<file path="config.mk">
export PLATFORM = sky130hd
export DESIGN_NAME = scan_irq_gen
export DESIGN_NICKNAME = d
export VERILOG_FILES = /design/src/rtl/scan_irq_pkg.sv /design/src/rtl/scan_irq_dec.sv /design/src/rtl/scan_irq_cnt.sv /design/src/rtl/scan_irq_gen.sv
export SDC_FILE = /design/constraint.sdc
export NUM_CORES = 1
export LEC_CHECK = 0
export CAP_MARGIN = 20
export CORE_AREA = 2 2 62 64
export CTS_CLUSTER_SIZE = 16
export DETAILED_ROUTE_END_ITERATION = 12
export DIE_AREA = 0 0 64 66
export GPL_TIMING_DRIVEN = 0
export PLACE_DENSITY = 0.75
export SLEW_MARGIN = 10
export SYNTH_ARGS = -nofsm -noshare
export SYNTH_HDL_FRONTEND = slang
export SYNTH_HIERARCHICAL = 1
export SYNTH_SLANG_ARGS = --single-unit
</file>
<file path="constraint.sdc">
create_clock -name clk_i -period 3.15 [get_ports clk_i]
set_clock_uncertainty 0.15 [all_clocks]
set_input_delay 0.63 -clock clk_i [delete_from_list [all_inputs] [get_ports clk_i]]
set_output_delay 0.63 -clock clk_i [all_outputs]
set_load 0.01 [all_outputs]
</file>
<file path="src/rtl/scan_irq_pkg.sv">
package scan_irq_pkg;
  localparam logic [2:0] PAGE_CNT = 3'b110;
  localparam logic [2:0] PAGE_CTL = 3'b111;

  typedef enum logic [2:0] {
    OP_NONE,
    OP_CNT,
    OP_LAT,
    OP_DIS,
    OP_ENA
  } wr_op_e;
endpackage

</file>
<file path="src/rtl/scan_irq_dec.sv">
module scan_irq_dec
  import scan_irq_pkg::*;
(
  input  logic       wr_en_i,
  input  logic [2:0] addr_hi_i,
  input  logic       addr_lo_i,
  output wr_op_e     op_o
);
  always_comb begin
    op_o = OP_NONE;
    if (wr_en_i) begin
      unique case (addr_hi_i)
        PAGE_CNT: op_o = addr_lo_i ? OP_LAT : OP_CNT;
        PAGE_CTL: op_o = addr_lo_i ? OP_ENA : OP_DIS;
        default:  op_o = OP_NONE;
      endcase
    end
  end
endmodule

</file>
<file path="src/rtl/scan_irq_cnt.sv">
module scan_irq_cnt
  import scan_irq_pkg::*;
#(
  parameter int DATA_W    = 8,
  parameter int LINE_W    = 9,
  parameter int LAST_LINE = 239
) (
  input  logic              clk_i,
  input  logic              rst_ni,
  input  wr_op_e            op_i,
  input  logic [DATA_W-1:0] data_i,
  input  logic              line_stb_i,
  input  logic [LINE_W-1:0] line_num_i,
  input  logic              render_en_i,
  output logic              irq_o
);
  localparam logic [LINE_W-1:0] LAST = LINE_W'(LAST_LINE);

  logic [DATA_W-1:0] cnt_q, lat_q, cnt_pre, cnt_fill, cnt_nxt;
  logic              en_q, frz_q, irq_q, wr_any, in_range, proc, hit;

  assign wr_any   = (op_i != OP_NONE);
  assign in_range = (line_num_i <= LAST);
  assign proc     = line_stb_i && in_range && render_en_i && en_q && !frz_q && !wr_any;

  always_comb begin
    cnt_pre  = ((line_num_i == '0) && (cnt_q != '0)) ? cnt_q - 1'b1 : cnt_q;
    hit      = (cnt_pre == '0);
    cnt_fill = hit ? lat_q : cnt_pre;
    cnt_nxt  = cnt_fill - 1'b1;
  end

  always_ff @(posedge clk_i or negedge rst_ni) begin
    if (!rst_ni) begin
      cnt_q <= '0;
      lat_q <= '0;
      en_q  <= 1'b0;
      frz_q <= 1'b0;
      irq_q <= 1'b0;
    end else if (wr_any) begin
      frz_q <= 1'b0;
      unique case (op_i)
        OP_CNT: cnt_q <= data_i;
        OP_LAT: lat_q <= data_i;
        OP_DIS: begin en_q <= 1'b0; irq_q <= 1'b0; end
        OP_ENA: en_q <= 1'b1;
        default: ;
      endcase
    end else if (proc) begin
      cnt_q <= cnt_nxt;
      if (hit) begin
        frz_q <= 1'b1;
        irq_q <= 1'b1;
      end
    end
  end

  assign irq_o = irq_q;

  p_wr_clr_frz_r3: assert property (@(posedge clk_i) disable iff (!rst_ni)
    wr_any |=> !frz_q);
  p_cnt_load_r2: assert property (@(posedge clk_i) disable iff (!rst_ni)
    op_i == OP_CNT |=> cnt_q == $past(data_i));
  p_idle_line_r4: assert property (@(posedge clk_i) disable iff (!rst_ni)
    (!wr_any && (!line_stb_i || !in_range || !render_en_i)) |=>
      ($stable(cnt_q) && $stable(frz_q) && $stable(irq_q)));
  p_frozen_r4: assert property (@(posedge clk_i) disable iff (!rst_ni)
    (!wr_any && frz_q) |=> $stable(cnt_q));
  p_rise_reload_r6: assert property (@(posedge clk_i) disable iff (!rst_ni)
    $rose(irq_q) |-> (frz_q && cnt_q == DATA_W'(lat_q - 1'b1)));
  p_ack_r8: assert property (@(posedge clk_i) disable iff (!rst_ni)
    op_i == OP_DIS |=> !irq_q);
  p_irq_hold_r8: assert property (@(posedge clk_i) disable iff (!rst_ni)
    (irq_q && op_i != OP_DIS) |=> irq_q);
endmodule

</file>
<file path="src/rtl/scan_irq_gen.sv">
module scan_irq_gen
  import scan_irq_pkg::*;
#(
  parameter int DATA_W    = 8,
  parameter int LINE_W    = 9,
  parameter int LAST_LINE = 239
) (
  input  logic              clk_i,
  input  logic              rst_ni,
  input  logic              wr_en_i,
  input  logic [2:0]        wr_addr_hi_i,
  input  logic              wr_addr_lo_i,
  input  logic [DATA_W-1:0] wr_data_i,
  input  logic              line_stb_i,
  input  logic [LINE_W-1:0] line_num_i,
  input  logic              render_en_i,
  output logic              irq_o
);
  wr_op_e op;

  scan_irq_dec u_dec (
    .wr_en_i  (wr_en_i),
    .addr_hi_i(wr_addr_hi_i),
    .addr_lo_i(wr_addr_lo_i),
    .op_o     (op)
  );

  scan_irq_cnt #(
    .DATA_W   (DATA_W),
    .LINE_W   (LINE_W),
    .LAST_LINE(LAST_LINE)
  ) u_cnt (
    .clk_i      (clk_i),
    .rst_ni     (rst_ni),
    .op_i       (op),
    .data_i     (wr_data_i),
    .line_stb_i (line_stb_i),
    .line_num_i (line_num_i),
    .render_en_i(render_en_i),
    .irq_o      (irq_o)
  );

  p_irq_low_r1: assert property (@(posedge clk_i) disable iff (!rst_ni)
    (!irq_o && !line_stb_i) |=> !irq_o);
endmodule

</file>
# Word level (Yosys, flattened, before mapping)
# Index checks and enable logic that the tools add are counted.
# op_classes
add_sub_neg,2
mul,0
div_mod_pow,0
magnitude_cmp,1
eq_ne,8
shift,0
mux,15
n_bitwise,0
reduce_logical,20
# op_table
cell,count
8-bit two-way mux,5
8-bit by 1-bit subtractor with 8-bit output (second input constant),2
3-bit equality test (second input constant),3
9-bit by 8-bit <= comparator with 1-bit output (second input constant),1
9-bit zero test,1
8-bit zero test,1
2-bit AND reduction,4
8-bit nonzero test,1
3-bit by 2-bit equality test with 1-bit output (second input constant),2
1-bit logical AND,6
3-bit two-way mux,2
3-bit case mux with 2 select lines,1
2-bit nonzero test,3
1-bit two-way mux,5
2-bit != test (second input constant),2
3-bit by 1-bit equality test with 1-bit output (second input constant),1
3-bit AND reduction,1
3-bit nonzero test,1
1-bit zero test,2
2-bit two-way mux,1
1-bit case mux with 2 select lines,1
# totals
reg_bits,19
latchBits,0
ramBits,0
mem_bits_ro,0
in_bits,26
out_inout_bits,1
elab_cells,51
memories,0

# Logic depth before layout (Yosys ltp)
# depth
depth_word,8
mapped_depth,17
mapped_depth_nobuf,16

# Cells and area by module
# Netlist, hierarchy kept.
# modules_own_cells
mod,instances,cells_each,area_per_inst_um2,seq_area_each_um2
scan_irq_cnt,1,189,1662.8,475.5
scan_irq_dec,1,6,28.8,0.0

# Worst setup path after synthesis
# Ideal clock, no wire load.
# synth_path
path_kind,input to register
from,input line_num_i[5]
to,register u_cnt.cnt_q[6]
setup_time_ns,0.131
arrival_ns,3.043
t_required_ns,2.869
slack_ns,-0.175
path_stages,15
n_path_buf,1
path_cell_list,nor4_4 > and3_1 > buf_6 > nand3_2 > mux2_4 > nor4_4 > nand2_1 > nand2_1 > inv_1 > ha_1 > o211ai_1 > nor2_1 > o31ai_2 > xnor2_1 > a21oi_1
# synth_between
elab_chain_len,8
word_cells_on_any_way,16
classes_between,add/sub (1); order compare (1); mux (4); reduce/logical (10)
# synth_rtl
element,line,rtl
"start, declared",scan_irq_gen.sv:15,"input logic [LINE_W-1:0] line_num_i,"
9-bit zero test or 9-bit by 8-bit <= comparator with 1-bit output (tied branches),"scan_irq_cnt.sv:27, scan_irq_cnt.sv:23",
"1-bit logical AND, on equally long branches","scan_irq_cnt.sv:27, scan_irq_cnt.sv:24",
8-bit two-way mux or 1-bit logical AND (tied branches),"scan_irq_cnt.sv:27, scan_irq_cnt.sv:24",
8-bit zero test or 1-bit logical AND (tied branches),"scan_irq_cnt.sv:28, scan_irq_cnt.sv:24",
8-bit two-way mux or 1-bit logical AND (tied branches),"scan_irq_cnt.sv:29, scan_irq_cnt.sv:24",
8-bit by 1-bit subtractor with 8-bit output or 1-bit logical AND (tied branches),"scan_irq_cnt.sv:30, scan_irq_cnt.sv:24",
8-bit two-way mux or 2-bit nonzero test (tied branches),-,
8-bit two-way mux or 2-bit AND reduction (tied branches),-,
"end signal, assigned",scan_irq_cnt.sv:43,OP_CNT: cnt_q <= data_i;
"end signal, assigned",scan_irq_cnt.sv:50,cnt_q <= cnt_nxt;
"end, declared",scan_irq_cnt.sv:19,"logic [DATA_W-1:0] cnt_q, lat_q, cnt_pre, cnt_fill, cnt_nxt;"
# Parallel ways exist; a longest one is shown, timed or not. The select of a mux whose other input is x is not followed.
# A chain may end at the register's enable or synchronous reset.

# Final worst setup path
# layout_path
from,register u_cnt.cnt_q[0]
to,register u_cnt.cnt_q[4]
# layout_between
elab_chain_len,8
word_cells_on_any_way,9
classes_between,add/sub (2); mux (4); reduce/logical (3)
# layout_rtl
element,line,rtl
"parallel branches: the longest is 2 deep, another holds 8-bit by 1-bit subtractor with 8-bit output",-,
8-bit two-way mux *,scan_irq_cnt.sv:27,cnt_pre = ((line_num_i == '0) && (cnt_q != '0)) ? cnt_q - 1'b1 : cnt_q;
8-bit zero test,scan_irq_cnt.sv:28,hit = (cnt_pre == '0);
8-bit two-way mux *,scan_irq_cnt.sv:29,cnt_fill = hit ? lat_q : cnt_pre;
8-bit by 1-bit subtractor with 8-bit output *,scan_irq_cnt.sv:30,cnt_nxt = cnt_fill - 1'b1;
8-bit two-way mux *,scan_irq_cnt.sv:49,end else if (proc) begin
8-bit two-way mux *,scan_irq_cnt.sv:40,end else if (wr_any) begin
# Every way passes the cells marked *. The select of a mux whose other input is x is not followed.

==> flow_metrics.env <==
export IMPL_critPathArrivalTime_ns=3.36
export IMPL_post_dp_hpwl_mm=3.02
export IMPL_finalCriticalPeriod_ns=3.34
export IMPL_power_per_cell_area_mw_per_mm2=570
export IMPL_slew_viol_final=0
export IMPL_design_area_mm2=0.00233
export IMPL_critPathSlowestCell="dfrtp_1"
export IMPL_worstMarginPinSlew_ns=0.857
export IMPL_ys_seq_area_share_pct=28.1
export IMPL_drt_wl_total_mm=4.62
export IMPL_yosysWarnings=6
export IMPL_swShare_pct=43.3
export IMPL_final_cells=298
export IMPL_synth_avg_cell_area_um2=8.67
export IMPL_area_growth_syn_to_layout_pct=37.7
export IMPL_finalHoldViolCount=0
export IMPL_cts_root_buffer="clkbuf_4"
export IMPL_gp_congestion=0.844
export IMPL_combinationalPowerShare_pct=60.8
export IMPL_ir_drop_v=0.000333
export IMPL_start_util_pct=47.6
export IMPL_ys_types=62
export IMPL_clockBufferDepth=2
export IMPL_worstPathRequired_ns=3.17
export IMPL_synth_ff_type="dfrtp_1"
export IMPL_dieArea_mm2=0.00422
export IMPL_crit_family="simple AND/OR/NAND/NOR gates"
export IMPL_critPathLaunchType="register"
export IMPL_placed_area_mm2=0.00205
export IMPL_drive_gt1_share_pct=31.2
export IMPL_insertedDiodeCount=0
export IMPL_firstDrtPassIters=4
export IMPL_syn_nets=224
export IMPL_slowest_delay_ns=0.41
export IMPL_endpoint_kind="register"
export IMPL_syn_area_mm2=0.00169
export IMPL_fin_crit_sh_pct=106
export IMPL_wl_per_cell_um=15.5
export IMPL_p_sw_uw=575
export IMPL_insertion_delay_ns=0.30
export IMPL_setup_viol=2
export IMPL_syn_inst=195
export IMPL_chipWidth_um=64
export IMPL_cp_cell_sequence="inv_2 > ha_4 > or3b_4 > or2_4 > nand2_4 > o221ai_4 > nor4_4 > buf_4 > nand2_1 > nand2_2 > inv_2 > ha_4 > o211ai_1 > buf_4 > a21oi_2 > mux2i_1 > a31oi_1"
export IMPL_hp_class="register to register"
export IMPL_outcome="finished, violations left"
export IMPL_critical_path_class="register to register"
export IMPL_ant_nets=0
export IMPL_track_usage_pct=23.1
export IMPL_vias=1692
export IMPL_htree_levels=1
export IMPL_synth_edf_count=0
export IMPL_rows=22
export IMPL_antenna_found_initial=0
export IMPL_maxSlewHeadroom_pct=42.7
export IMPL_p_seq_share_pct=29.6
export IMPL_crit_buf_inv=4
export IMPL_grt_pass1_vias=1626
export IMPL_intPower_uw=752
export IMPL_max_cap_viol_count=0
export IMPL_cts_made_buffers=3
export IMPL_numPortBuffers=26
export IMPL_grt_max_degree=20
export IMPL_drtIter0Drc=90
export IMPL_path_clk_slew_ns=0.12
export IMPL_final_nets=280
export IMPL_io_pin_count=27
export IMPL_tritoncts="done"
export IMPL_rsz0062_at_grt="yes"
export IMPL_clock_power_share_pct=9.5
export IMPL_dp_cells=269
export IMPL_grt_overflow=0
export IMPL_core_area_mm2=0.00355
export IMPL_grt_pass1_wl_mm=7.68
export IMPL_synth_seq_cells=19
export IMPL_fillers=303
export IMPL_violations="negative setup slack"
export IMPL_vias_per_cell=5.68
export IMPL_crit_fanout=4
export IMPL_drcViolationCount=0
export IMPL_worst_slack_ns=-0.185
export IMPL_leakage_uw=0.000909
export IMPL_die_y_um=66
export IMPL_cts_sinks=19
export IMPL_synthArstFlopShare_pct=100
export IMPL_timing_fmax_ghz=0.300
[flip-flops by register name, summed over array words and instances (netlist names)]
name,flops
u_cnt/en_q,1
u_cnt/frz_q,1
u_cnt/irq_o,1
u_cnt/lat_q,8
u_cnt/cnt_q,8
[kinds of logic after synthesis]
| group | Yosys count | share of synthesized area, % |
|---|---|---|
| adder cells (fa/ha/maj) | 3 | 2.22 |
| multiplexers | 8 | 5.40 |
| buffers and inverters | 17 | 5.62 |
| flip-flops | 19 | 28.1 |
| AND/OR/NAND/NOR | 84 | 30.1 |
| AO/OA/AOI/OAI | 54 | 22.9 |
| XOR/XNOR | 10 | 5.62 |
[worst paths after layout]
check                                       to  cells past startpoint      startpoint  slack (ns)
worst max-delay path            u_cnt/cnt_q[4]                     17  u_cnt/cnt_q[0]       -0.19
worst min-delay path               u_cnt/frz_q                      2     u_cnt/frz_q        0.38
worst max register to register  u_cnt/cnt_q[4]                     17  u_cnt/cnt_q[0]       -0.19
worst min register to register     u_cnt/frz_q                      2     u_cnt/frz_q        0.38
max in group asynchronous       u_cnt/cnt_q[5]                      1          rst_ni        1.61
min in group asynchronous          u_cnt/irq_o                      1          rst_ni        0.65
[repair_timing]
item,CTS,global route
setup buffers,24,1
resized for setup,21,9
endpoints found under the setup margin,5,5
pin swaps,19,13
hold buffers,0,0
[through the flow]
step | setup WS [ns] | hold WS, ns | utilization (%) | total power (µW) | TNS [ns]
floorplan | -0.0472 | 0.184 | - | 874 | -0.0472
finish | -0.185 | 0.380 | 65.6 | 1330 | -0.293
global placement | -0.997 | 0.348 | 57.8 | 1010 | -4.47
global route | -0.311 | 0.425 | 65.6 | 1410 | -0.621
CTS | -0.119 | 0.383 | 64.8 | 1260 | -0.232
detailed placement | -0.982 | 0.357 | 57.8 | 1020 | -4.43
[cell type report]
type | count | area [µm²] | share of cell area, %
Clock inverter | 1 | 5.00 | 0.215
Clock buffer | 3 | 22.5 | 0.967
Tap cell | 48 | 60.1 | 2.58
Buffer | 7 | 57.6 | 2.47
Timing Repair Buffer | 51 | 454 | 19.5
Inverter | 10 | 37.5 | 1.61
Multi-Input combinational cell | 159 | 1220 | 52.2
Sequential cell | 19 | 477 | 20.5
[synthesized netlist by cell type (2+ instances only)]
cell | n | area, µm²
nor4_4 | 3 | 63.8
nor3_2 | 2 | 20.0
xnor2_1 | 6 | 52.6
nand4_1 | 2 | 12.5
nor3_1 | 7 | 35.0
nor2_1 | 30 | 113
a221oi_1 | 3 | 26.3
o31ai_1 | 4 | 30.0
o31ai_2 | 2 | 25.0
a31oi_1 | 3 | 18.8
inv_1 | 10 | 37.5
and2_1 | 2 | 12.5
xor2_1 | 3 | 26.3
buf_6 | 2 | 22.5
mux2i_1 | 2 | 20.0
dfrtp_1 | 19 | 475
nor4_1 | 2 | 12.5
ha_1 | 3 | 37.5
nand3b_1 | 2 | 15.0
o21ai_0 | 8 | 40.0
mux2_2 | 5 | 56.3
o21ai_1 | 2 | 10.0
clkbuf_1 | 3 | 11.3
nand2_1 | 15 | 56.3
o211ai_1 | 2 | 15.0
a21oi_1 | 17 | 85.1
[power by group through the flow]
stage | logic, µW | clock network [µW] | registers (µW)
after floorplan | 482 | 0 | 392
after global placement | 596 | 0 | 412
after detailed placement | 609 | 0 | 413
after CTS | 747 | 132 | 386
after global routing | 871 | 140 | 401
final | 807 | 126 | 393
[per-layer routing]
metal	global-route usage (%)	vias to the layer above	wire [µm]
met3	1.70	8	178
li1	-	826	-
met5	0	-	0
met4	8.97	0	82
met2	39.7	56	2300
met1	30.1	802	2060
[placed cells by master (no fill, tap or decap), types with 3 or more instances in the layout]
cell type / n
a21oi_1: 16
a31oi_1: 3
buf_2: 3
buf_4: 23
clkbuf_1: 3
clkbuf_4: 3
clkdlybuf4s50_1: 17
dfrtp_1: 18
dlygate4sd2_1: 5
inv_1: 7
inv_2: 3
mux2_2: 5
nand2_1: 14
nor2_1: 28
nor2_2: 3
nor3_1: 7
nor4_4: 3
o21ai_0: 7
o21ai_1: 3
o31ai_1: 3
o31ai_2: 3
xnor2_1: 6
xor2_1: 3
[worst min-delay path, cell delays in order, from the launching register on]
cell and delay, ns:
dfrtp_1 0.36, a21oi_1 0.05, nor2b_1 0.09
Power figures use the tool's default switching activity.
